### src/rtl/ticket_mutex.sv
module ticket_mutex #(
  parameter int NREQ = 4,
  localparam int CW = $clog2(NREQ) + 1
) (
  input  logic            clk,
  input  logic            rst_n,
  input  logic [NREQ-1:0] acq,
  input  logic [NREQ-1:0] rel,
  output logic [NREQ-1:0] grant,
  output logic [CW-1:0]   serving,
  output logic            rel_err
);

  logic [CW-1:0]   next_tkt;
  logic [CW-1:0]   run;
  logic [CW-1:0]   tkt     [NREQ];
  logic [CW-1:0]   give    [NREQ];
  logic [NREQ-1:0] waiting;
  logic [NREQ-1:0] take;
  logic            good_rel;
  logic            bad_rel;

  assign take     = acq & ~waiting;
  assign good_rel = |(rel & grant);
  assign bad_rel  = |(rel & ~grant);

  for (genvar g = 0; g < NREQ; g++) begin : g_cmp
    assign grant[g] = waiting[g] && (tkt[g] == serving);
  end

  always_comb begin
    run = next_tkt;
    for (int i = 0; i < NREQ; i++) begin
      give[i] = run;
      if (take[i]) run = run + CW'(1);
    end
  end

  always_ff @(posedge clk) begin
    if (!rst_n) begin
      next_tkt <= '0;
      serving  <= '0;
      rel_err  <= 1'b0;
      waiting  <= '0;
      for (int i = 0; i < NREQ; i++) tkt[i] <= '0;
    end else begin
      next_tkt <= run;
      rel_err  <= bad_rel;
      if (good_rel) serving <= serving + CW'(1);
      for (int i = 0; i < NREQ; i++) begin
        if (take[i]) begin
          waiting[i] <= 1'b1;
          tkt[i]     <= give[i];
        end else if (rel[i] && grant[i]) begin
          waiting[i] <= 1'b0;
        end
      end
    end
  end

  a_r6_one_owner: assert property (@(posedge clk) disable iff (!rst_n)
    $onehot0(grant));

  a_r5_serve_step: assert property (@(posedge clk) disable iff (!rst_n)
    (|(rel & grant)) |=> serving == $past(serving) + CW'(1));

  a_r7_serve_hold: assert property (@(posedge clk) disable iff (!rst_n)
    !(|(rel & grant)) |=> $stable(serving));

  a_r7_err_pulse: assert property (@(posedge clk) disable iff (!rst_n)
    (|(rel & ~grant)) |=> rel_err);

  a_r7_no_err: assert property (@(posedge clk) disable iff (!rst_n)
    !(|(rel & ~grant)) |=> !rel_err);

  for (genvar g = 0; g < NREQ; g++) begin : g_hold
    a_r10_keep_grant: assert property (@(posedge clk) disable iff (!rst_n)
      (grant[g] && !rel[g]) |=> grant[g]);
  end

endmodule

### config.mk
export PLATFORM = sky130hd
export DESIGN_NAME = ticket_mutex
export DESIGN_NICKNAME = d
export VERILOG_FILES = /design/src/rtl/ticket_mutex.sv
export SDC_FILE = /design/constraint.sdc
export NUM_CORES = 1
export LEC_CHECK = 0
export ABC_AREA = 1
export BUFFER_PORTS_ARGS = -buffer_cell sky130_fd_sc_hd__clkbuf_2
export CORE_ASPECT_RATIO = 1.4
export CORE_MARGIN = 8
export CORE_UTILIZATION = 45
export CTS_CLUSTER_DIAMETER = 200
export DETAILED_ROUTE_END_ITERATION = 8
export GPL_ROUTABILITY_DRIVEN = 0
export SLEW_MARGIN = 20
export SYNTH_ARGS = -nofsm -noshare
export SYNTH_HDL_FRONTEND = slang
export SYNTH_SLANG_ARGS = --single-unit
export TNS_END_PERCENT = 20
### constraint.sdc
create_clock -name clk -period 2.7 [get_ports clk]
set_clock_uncertainty 0.15 [all_clocks]
set_input_delay 0.135 -clock clk [delete_from_list [all_inputs] [get_ports clk]]
set_output_delay 0.135 -clock clk [all_outputs]
set_load 0.02 [all_outputs]
---- Word level (Yosys, flattened, before mapping) ----
Memory sizes are Yosys's and may differ from the RTL's.
Cells that the tools add are included.
cells by class
  add/sub/neg operators ................... 5
  multiply operators ...................... 0
  divide/modulo/power cells ............... 0
  $lt $le $gt $ge ......................... 0
  eq/ne operators ......................... 4
  shift-type cells ........................ 0
  multiplexer cells ....................... 29
  bitwise operators ....................... 9
  reductions and logical operators ........ 14
operators by type and width
  operator                                     count
  two-way mux 3 bit                            8
  two-way mux 1 bit                            21
  adder 3 x 1 -> 3 bit, second input constant  5
  AND 4 bit                                    3
  == test 3 bit                                4
  logical AND 1 bit                            8
  inverter 4 bit                               2
  nonzero test 2 bit                           4
  OR reduction 4 bit                           2
  OR 1 bit                                     4
storage, ports and cells
  register bits ........................... 11
  bits in latches ......................... 0
  bits in writable memories ............... 12
  ROM bits ................................ 0
  input bits .............................. 10
  output and inout bits ................... 8
  logic and storage cells ................. 69
  memories kept ........................... 1
memories
  memory  depth  width  read ports  clocked after memory_dff  wr ports  RTL line  text
  tkt     4      3      4           0                         4         16        logic [CW-1:0] tkt [NREQ];

---- Logic depth before layout (Yosys ltp) ----
Gate-level depths: netlist of run 1.
  word-level depth ........................ 9
  mapped depth ............................ 16
  mapped depth without buffers ............ 16

---- Worst setup path after synthesis of run 1 ----
OpenSTA, ideal clock, no wires.
  path kind ............................... register -> register
  start point ............................. register next_tkt[0]
  end point ............................... register next_tkt[2]
  library setup time ...................... 115 ps
  arrival ................................. 1827 ps
  data required time ...................... 2435 ps
  slack ................................... 608 ps
  stages on the path, launching flop included .. 15
  path buffers ............................ 0
  period minus slack after synthesis ...... 2092 ps
  cell sequence ........................... dfxtp_1 -> ha_1 -> nand3_1 -> nand2_2 -> nand3_1 -> nand2_1 -> inv_1 -> ha_1 -> nand2_1 -> o21ai_2 -> ha_1 -> nand3_1 -> nand3_2 -> nand2_1 -> nor2_1
RTL lines
  element                   RTL line  text
  start: declaration        14        logic [CW-1:0] next_tkt;
  start signal: assignment  47        next_tkt <= run;

==> out/metrics.yaml, run 1 <==
avgSynthCellArea_um2: 7.45
n_antenna_cell: 0
max-vdd-ir-drop_uv: 326
synth-compound-area-share_pct: 6.53
mostFrequentLayoutCells: "nand2_1 (40), inv_1 (29), nor2_1 (28)"
worst_pin_slew_ns: 0.404
rows: 24
synthAdderAreaFrac_pct: 3.48
hpwl_mm: 2.36
postCtsSetupBuffers: 0
synth_area_leader_cell: "edfxtp_1"
synth_top_family_by_area: "simple AND/OR/NAND/NOR gates"
cts_buffers: 3
dieArea_um2: 5280
synthMuxAreaShare_pct: 0
cts_resized: 0
yosys.area_share.simple_pct: 35.4
cp-start-kind: "flip-flop"
layout_setup_ws_ns: 0.419
num-nets-final: 226
async_flop_share_pct: 0
yosysWarnings: 0
grt_pass1_vias: 1141
worstSetupStartpoint: "next_tkt[0]"
yosys.area.top_type_share_pct: 25.1
swShare_pct: 38.6
grt_first_pass_wirelength_mm: 4.89
root_buffer: "clkbuf_8"
path_buf_inv: 1
synth_nets: 207
power_frac_comb_pct: 37.6
pre_cts_ws_ns: 0.425
clock_sinks: 23
power_switching_w: 0.000427
core_um2: 3090
cp_cell_sequence: "ha_1, nand3_1, nand2_2, nand3_1, nand2_1, inv_1, ha_1, nand2_1, o21ai_2, ha_1, nand3_1, nand3_2, nand2_1, nor2_1"
crit_type: "flip-flop to flip-flop"
intPower_w: 0.000680
finalCritPeriodShare_pct: 84.5
pwr-share-clk_pct: 19.1
worst_slew_margin_rel_pct: 73.0
drive_gt1_share_pct: 21.8
synth_xor_area_share_pct: 3.57
cts_tree: "yes"
wl_mm: 2.87
slowest_stage: "dfxtp_1"
rsz0062_at_grt: "false"
setup_viol: 0
hold_path_class: "primary input to flip-flop"
detail-route-antenna-nets: 0
cts_hold_buf: 0
synth_seq_cells: 23
cp.arrival_ns: 2.30
pwr_density_cell_nw_per_um2: 697
crit_path_end_kind: "flip-flop"
worst-path-max-fanout: 4
final_common_cell: "nand2_1"
drcViolationCount: 0
p_seq_share_pct: 43.3
vias: 1185
leakagePower_nw: 0.801
drt_first_pass_iters: 4
path_clk_slew_ns: 0.08
synth_cell_type_count: 25
cts.path.max_buffers: 2
netlist_area_um2: 1440
synth.area.top_cells: "edfxtp_1 (25%), dfxtp_1 (15%), nand2_1 (10%), inv_1 (7.6%), nor2_1 (7.3%)"
drt-wirelength-per-cell_um: 11.5
grt_overflow: 0
start_util_pct: 46.5
grt_usage_pct: 11.4
htreeDepth: 1
critPathTopFamily: "simple AND/OR/NAND/NOR gates"
setup_tns_ns: 0
ys_seq_area_share_pct: 40.4
maxCapViolCount: 0
viasPerCell: 4.74
grt_start_max_net_pins: 16
portBuffers: 17
status: "finished clean"
finalWorstPathRequiredPeriod_ns: 2.28
die_y_um: 82.9
die_w_um: 63.8
slowest_delay_ns: 0.35
drt_iter0_markers: 37
synth_edf_count: 12
ys.flop_type: "edfxtp_1"
syn_inst: 193
synthToLayoutAreaGrowth_pct: 10.5
antenna_found_initial: 0
max_freq_mhz: 438
worstPathRequired_ns: 2.72
hp-start: "rel[2]"
boundaryPins: 18
report.final.hold_viol_count: 0
r2r_start: "next_tkt[0]"
insertion_delay_ns: 0.26
report.final.slew_viol_count: 0
-- power by group through the flow --
stage / sequential, W / clock [W] / combinational [W]
2_1_floorplan: 0.000478 / 0 / 0.000331
3_3_place_gp: 0.000486 / 0 / 0.000404
3_5_place_dp: 0.000489 / 0 / 0.000417
4_1_cts: 0.000481 / 0.000217 / 0.000420
5_1_grt: 0.000489 / 0.000230 / 0.000475
6_report: 0.000479 / 0.000212 / 0.000416
-- stage by stage --
step           util (%)  power, W  cell area [um^2]  hold WS [ns]  std cells
2_1_floorplan         -  0.000810              1440         0.132        193
3_3_place_gp       49.9  0.000890              1540         0.329        246
3_5_place_dp       49.9  0.000907              1540         0.332        246
4_1_cts            51.4   0.00112              1590        0.0719        250
5_1_grt            51.4   0.00119              1590        0.0957        250
6_report           51.4   0.00111              1590        0.0752        250
-- per-layer routing --
metal | share of wire (%) | up-vias | track usage (%)
met5 | 0 | - | 0
met4 | 2.4 | 0 | 5.70
met3 | 5.5 | 6 | 3.36
met2 | 51 | 25 | 20.6
met1 | 41 | 516 | 11.3
li1 | - | 638 | -
-- sequential cells by signal, indices dropped and copies added, names as in the netlist --
register	flops
rel_err	1
tkt	12
serving	3
waiting	4
next_tkt	3
-- cells in the mapped netlist, types with 2 or more instances --
library cell and number:
inv_1 29, and2_1 4, edfxtp_1 12, o21ai_1 4, nand3_2 3, o21ai_2 2
nand2_1 40, xor2_1 3, dfxtp_1 11, ha_1 4, nand3_1 16, buf_4 2
nor2_1 28, nor2_2 4, inv_2 4, o21ai_0 6, a21oi_1 4, nand2_2 10
-- final timing paths --
| check | slack, ns | to | cells past startpoint |
|---|---|---|---|
| setup / recovery | 0.42 | next_tkt[2] | 14 |
| hold / removal | 0.08 | waiting[2] | 4 |
| setup reg to reg | 0.42 | next_tkt[2] | 14 |
| hold reg to reg | 0.34 | waiting[3] | 2 |
-- worst reg2reg max path, stage by stage (launching register included) --
cell,delay [ns]
dfxtp_1,0.35
ha_1,0.28
nand3_1,0.08
nand2_2,0.09
nand3_1,0.11
nand2_1,0.14
inv_1,0.06
ha_1,0.28
nand2_1,0.08
o21ai_2,0.07
ha_1,0.19
nand3_1,0.13
nand3_2,0.09
nand2_1,0.06
nor2_1,0.04
-- kinds of logic after synthesis --
logic type / count (synthesis)
flops: 23
buf+inv: 36
simple gates: 108
compound gates: 17
xor+xnor: 5
fa+ha+maj: 4
-- final cells by class --
cell class / instances / area [um^2]
Clock buffer: 3 / 41.3
Multi-Input combinational cell: 134 / 704
Sequential cell: 23 / 581
Clock inverter: 1 / 5.00
Tap cell: 39 / 48.8
Inverter: 33 / 124
Fill cell: 307 / 1500
Timing Repair Buffer: 17 / 85.1
Power figures use the tool's default switching activity.
==> run 2: changes to the inputs <==
--- a/config.mk
+++ b/config.mk
@@ -5,7 +5,7 @@
 export SDC_FILE = /design/constraint.sdc
 export NUM_CORES = 1
 export LEC_CHECK = 0
-export ABC_AREA = 1
+export ABC_AREA = 0
 export BUFFER_PORTS_ARGS = -buffer_cell sky130_fd_sc_hd__clkbuf_2
 export CORE_ASPECT_RATIO = 1.4
 export CORE_MARGIN = 8
==> constraint.sdc (replaced) <==
create_clock -name clk -period 2.25 [get_ports clk]
set_clock_uncertainty 0.15 [all_clocks]
set_input_delay 0.1125 -clock clk [delete_from_list [all_inputs] [get_ports clk]]
set_output_delay 0.1125 -clock clk [all_outputs]
set_load 0.02 [all_outputs]
==> out/metrics.yaml, run 2 <==
die_y_um: 83.7  # +0.98%
dieArea_um2: 5390  # +1.9%
intPower_w: 0.00109  # +61%
max-vdd-ir-drop_uv: 683  # +110%
synth_edf_count: 12  # unchanged
final_common_cell: "clkbuf_2"
finalCritPeriodShare_pct: 99.2  # +15 points
htreeDepth: 1  # unchanged
finalWorstPathRequiredPeriod_ns: 2.23  # -0.0484 ns
rows: 24  # unchanged
hold_path_class: "primary input to flip-flop"
yosysWarnings: 0  # unchanged
cts.path.max_buffers: 2  # unchanged
setup_tns_ns: 0  # unchanged
yosys-top-cells-count: "nand2_1 (16), edfxtp_1 (12), dfxtp_1 (11)"
p_seq_share_pct: 34.9  # -8.4 points
cp_cell_sequence: "ha_4, xnor2_2, mux2i_1, ha_1, mux2i_2, inv_1, ha_4, nand2_4, nor2_1, o211ai_1, nand4_1"
report.final.slew_viol_count: 0  # unchanged
num-nets-final: 191  # -15%
syn_inst: 145  # -25%
status: "finished clean"
synth_cell_type_count: 37  # +48%
viasPerCell: 5.39  # +14%
final_area_um2: 1800  # +13%
n_antenna_cell: 0  # unchanged
power_switching_w: 0.000619  # +45%
maxCapViolCount: 0  # unchanged
ys_seq_area_share_pct: 39.4  # -0.96 points
crit_type: "flip-flop to flip-flop"
post-route-util_pct: 57.5  # +6.2 points
grt_first_pass_wirelength_mm: 5.46  # +12%
cp.arrival_ns: 2.24  # -0.06 ns
grt_usage_pct: 12.5  # +1.2 points
crit_path_frequent_cell: "ha_4"
avgSynthCellArea_um2: 10.2  # +36%
synth.area.top_cells: "edfxtp_1 (24%), dfxtp_1 (15%), xnor2_1 (5.4%), nor4b_4 (4.8%), nand2_1 (4.1%)"
start_util_pct: 47.2  # +0.67 points
drt_first_pass_iters: 4  # unchanged
cp-start-kind: "flip-flop"
slowest_stage: "dfxtp_4"
hold_ws_ns: 0.00584  # -0.0693 ns
largest_reg_flops: 12  # unchanged
drt-wirelength-per-cell_um: 15.2  # +32%
power_frac_comb_pct: 50.0  # +12 points
grt_overflow: 0  # unchanged
slowest_delay_ns: 0.41  # +0.06 ns
antenna_found_initial: 0  # unchanged
pwr_density_cell_nw_per_um2: 953  # +37%
rrSetupSlack_ns: 0.02  # -0.40 ns
core_um2: 3120  # +0.97%
worst_slew_margin_rel_pct: 64.2  # -8.8 points
synth_area_leader_cell: "edfxtp_1"
synth_seq_cells: 23  # unchanged
rsz0062_at_grt: "true"
leakagePower_nw: 0.769  # -4.0%
crit_path_end_kind: "flip-flop"
portBuffers: 17  # unchanged
die_w_um: 64.4  # +0.91%
grt_start_max_net_pins: 24  # +8
cts_buffers: 3  # unchanged
worst_pin_slew_ns: 0.536  # +0.131 ns
pwr-share-clk_pct: 15.1  # -4.0 points
report.final.hold_viol_count: 0  # unchanged
hpwl_mm: 2.58  # +8.9%
boundaryPins: 18  # unchanged
drive_gt1_share_pct: 31.8  # +10 points
netlist_area_um2: 1470  # +2.4%
ys.flop_type: "edfxtp_1"
synthToLayoutAreaGrowth_pct: 22.0
drt_iter0_markers: 47  # +27%
async_flop_share_pct: 0  # unchanged
root_buffer: "clkbuf_8"
path_clk_slew_ns: 0.09  # about the same
insertion_delay_ns: 0.27  # about the same
max_freq_mhz: 448  # +2.2%
dpl_cell_area_um2: 1650  # +6.9%
clock_sinks: 23  # unchanged
worst-path-max-fanout: 7  # +3
wl_mm: 3.26  # +14%
detail-route-antenna-nets: 0  # unchanged
swShare_pct: 36.1  # -2.5 points
yosys.area.top_type_share_pct: 24.5  # -0.60 points
yosysMostFrequentCell: "nand2_1"
worstPathRequired_ns: 2.25  # -0.47 ns
mostFrequentLayoutCells: "clkbuf_2 (17), nand2_1 (15), buf_4 (14)"
pre_cts_ws_ns: -0.0665  # -0.492 ns
cts_tree: "yes"
synth_nets: 159  # -23%
grt_pass1_vias: 1197  # +4.9%
top_register: "tkt"
layout_setup_ws_ns: 0.0179  # -0.402 ns
drcViolationCount: 0  # unchanged
largestRegisters: "tkt: 12 flops, waiting: 4 flops"
setup_viol: 0  # unchanged
vias: 1158  # -2.3%
run 2: critical path, delay by kind of cell (launching register included):
family / cells / cell delay (ns)
fa+ha+maj: 3 / 0.67
flops: 1 / 0.41
mux: 2 / 0.35
simple gates: 3 / 0.22
xor+xnor: 1 / 0.12
compound gates: 1 / 0.11
buf+inv: 1 / 0.10
run 2: timing repair:
| action | in CTS | in global routing |
|---|---|---|
| resized for setup | 2 | 11 |
| hold endpoints to repair | 2 | 0 |
| hold buffers | 2 | 0 |
| pin swaps | 0 | 4 |
| setup buffers | 1 | 3 |
| setup endpoints to repair | 1 | 3 |
run 2: cell families (layout without fill, tap and decap cells):
logic type	count (synthesis)	count (layout)	share of synthesized area, %
compound gates	17	17	8.50
xor+xnor	19	19	13.3
mux	4	4	2.72
buf+inv	13	44	4.93
fa+ha+maj	4	4	3.40
flops	23	23	39.4
simple gates	65	65	27.7
run 2: metal layers:
layer  global-route usage, %  vias to the layer above  share of wire [%]
met2                    22.8                       22                 54
met5                       0                        -                  0
met1                    12.8                      556                 39
met3                    2.42                       10                3.4
met4                    6.97                        0                2.9
li1                        -                      570                  -
run 2: per-stage QoR:
stage	total power [W]	instances
5_1_grt	0.00183	215
3_5_place_dp	0.00130	205
4_1_cts	0.00158	212
6_report	0.00171	215
2_1_floorplan	0.00107	145
3_3_place_gp	0.00126	205
run 2: layout make-up:
type	count	area [um^2]
Clock inverter	1	5.00
Multi-Input combinational cell	109	878
Inverter	7	26.3
Tap cell	39	48.8
Clock buffer	3	41.3
Timing Repair Buffer	33	210
Fill cell	289	1330
Sequential cell	23	587
run 2: power by group through the flow:
stage | Sequential, W | Clock, W | Combinational (W)
2_1_floorplan | 0.000588 | 0 | 0.000483
3_3_place_gp | 0.000600 | 0 | 0.000663
3_5_place_dp | 0.000604 | 0 | 0.000692
4_1_cts | 0.000596 | 0.000263 | 0.000725
5_1_grt | 0.000609 | 0.000281 | 0.000936
6_report | 0.000598 | 0.000259 | 0.000856
run 2: worst paths after layout:
kind,to,cells after the start,startpoint
setup / recovery,next_tkt[2],11,next_tkt[0]
hold / removal,waiting[1],3,acq[1]
setup reg to reg,next_tkt[2],11,next_tkt[0]
hold reg to reg,waiting[2],2,waiting[2]
==> run 3: changes to the inputs <==
==> constraint.sdc (replaced) <==
create_clock -name clk -period 2.25 [get_ports clk]
set_clock_uncertainty 0.15 [all_clocks]
set_input_delay 0.45 -clock clk [delete_from_list [all_inputs] [get_ports clk]]
set_output_delay 0.45 -clock clk [all_outputs]
set_load 0.02 [all_outputs]
==> out/metrics.yaml, run 3 (synthesis gave the netlist of run 2 again) <==
rows: 24  # unchanged
vias: 1138  # -1.7%
grt_first_pass_wirelength_mm: 5.09  # -6.8%
slowest_stage: "dfxtp_4"
worstPathRequired_ns: 2.29  # +0.04 ns
synthToLayoutAreaGrowth_pct: 23.5
cts_tree: "yes"
hpwl_mm: 2.48  # -3.9%
n_antenna_cell: 0  # unchanged
core_um2: 3120  # unchanged
antenna_found_initial: 0  # unchanged
cts_buffers: 3  # unchanged
hold_ws_ns: 0.309  # +0.303 ns
die_w_um: 64.4  # unchanged
cts_hold_buf: 0  # -2
report.final.hold_viol_count: 0  # unchanged
drt_iter0_markers: 36  # -23%
layout_setup_ws_ns: -0.126  # -0.144 ns
report.final.slew_viol_count: 0  # unchanged
crit_type: "flip-flop to flip-flop"
max_freq_mhz: 421  # -6.0%
dieArea_um2: 5390  # unchanged
wl_mm: 3.17  # -2.6%
grt_pass1_vias: 1125  # -6.0%
grt_overflow: 0  # unchanged
htreeDepth: 1  # unchanged
root_buffer: "clkbuf_8"
boundaryPins: 18  # unchanged
maxCapViolCount: 0  # unchanged
cts.path.max_buffers: 2  # unchanged
cp.arrival_ns: 2.42  # +0.18 ns
num-nets-final: 193  # +1.0%
grt_usage_pct: 11.7  # -0.80 points
largest_reg_flops: 12  # unchanged
grt_start_max_net_pins: 24  # unchanged
viasPerCell: 5.24  # -2.6%
insertion_delay_ns: 0.26  # about the same
slowest_delay_ns: 0.37  # -0.04 ns
top_register: "tkt"
portBuffers: 17  # unchanged
cp_cell_sequence: "buf_12, nor3b_4, xnor2_1, mux2i_1, ha_1, mux2i_2, inv_1, ha_2, nand2_2, and3_1, nand3_1, nand4_1"
largestRegisters: "tkt: 12 flops, waiting: 4 flops"
clock_sinks: 23  # unchanged
max-vdd-ir-drop_uv: 577  # -16%
detail-route-antenna-nets: 0  # unchanged
pre_cts_ws_ns: -0.237  # -0.171 ns
mostFrequentLayoutCells: "clkbuf_2 (17), nand2_1 (15), buf_4 (15)"
status: "finished with violations"
pwr_density_cell_nw_per_um2: 940  # -1.3%
drt-wirelength-per-cell_um: 14.6  # -3.5%
drcViolationCount: 0  # unchanged
rsz0062_at_grt: "true"
finalWorstPathRequiredPeriod_ns: 2.38  # +0.144 ns
start_util_pct: 47.2  # unchanged
hold_path_class: "primary input to flip-flop"
violations: "setup timing"
finalCritPeriodShare_pct: 106  # +6.4 points
cp-start-kind: "flip-flop"
worst_slew_margin_rel_pct: 72.2  # +7.9 points
path_clk_slew_ns: 0.08  # about the same
final_common_cell: "clkbuf_2"
worst_pin_slew_ns: 0.418  # -0.118 ns
die_y_um: 83.7  # unchanged
crit_path_end_kind: "flip-flop"
worst-path-max-fanout: 6  # -1
setup_viol: 2  # +2
drive_gt1_share_pct: 32.6  # +0.77 points
leakagePower_nw: 0.778  # +1.2%
drt_first_pass_iters: 4  # unchanged
## run 3: area by class of cell
type / instances / area (um^2)
fill: 296 / 1300
inverter: 7 / 26.3
clock inverter: 1 / 5.00
multi-input combinational: 109 / 871
sequential: 23 / 587
tap: 39 / 48.8
timing repair buffer: 35 / 240
clock buffer: 3 / 41.3
## run 3: through the flow
step	util (%)	TNS, ns	instances	total power, W	instance area (um^2)
2_1_floorplan	-	-0.0193	145	0.00107	1480
3_3_place_gp	54.6	-0.235	211	0.00131	1700
3_5_place_dp	54.6	-0.386	211	0.00133	1700
4_1_cts	57.5	-0.0323	216	0.00164	1800
5_1_grt	58.3	-0.427	217	0.00181	1820
6_report	58.3	-0.149	217	0.00171	1820
## run 3: worst paths after layout
| path | cells after the start | from | slack [ns] | endpoint |
|---|---|---|---|---|
| setup reg to reg | 12 | next_tkt[0] | -0.13 | next_tkt[2] |
| hold / removal | 3 | acq[3] | 0.31 | waiting[3] |
| hold reg to reg | 2 | waiting[2] | 0.40 | waiting[2] |
| setup / recovery | 12 | next_tkt[0] | -0.13 | next_tkt[2] |
## run 3: repair_timing
item                       4_1_cts  5_1_grt
setup endpoints to repair        2        5
buffers inserted                 1        1
resized for setup                6        6
pin swaps                        2        1
## run 3: critical path: cells and delay by family, from the launching register on
kind	cells	cell delay, ns
buf+inv	2	0.22
simple gates	5	0.61
flops	1	0.37
xor+xnor	1	0.08
mux	2	0.42
fa+ha+maj	2	0.46
## run 3: routing by layer
layer	global-route usage, %	share of wire, %	routed length, um	vias up
met2	21.9	54	1720	21
li1	-	-	-	573
met3	2.15	3.4	108	6
met4	4.18	1.7	53	0
met1	12.5	41	1290	538
met5	0	0	0	-
## run 3: where the power goes
group | total [W] | switching, W | internal, W
registers | 0.000589 | 0.0000713 | 0.000518
clock network | 0.000250 | 0.000126 | 0.000123
logic | 0.000872 | 0.000411 | 0.000460
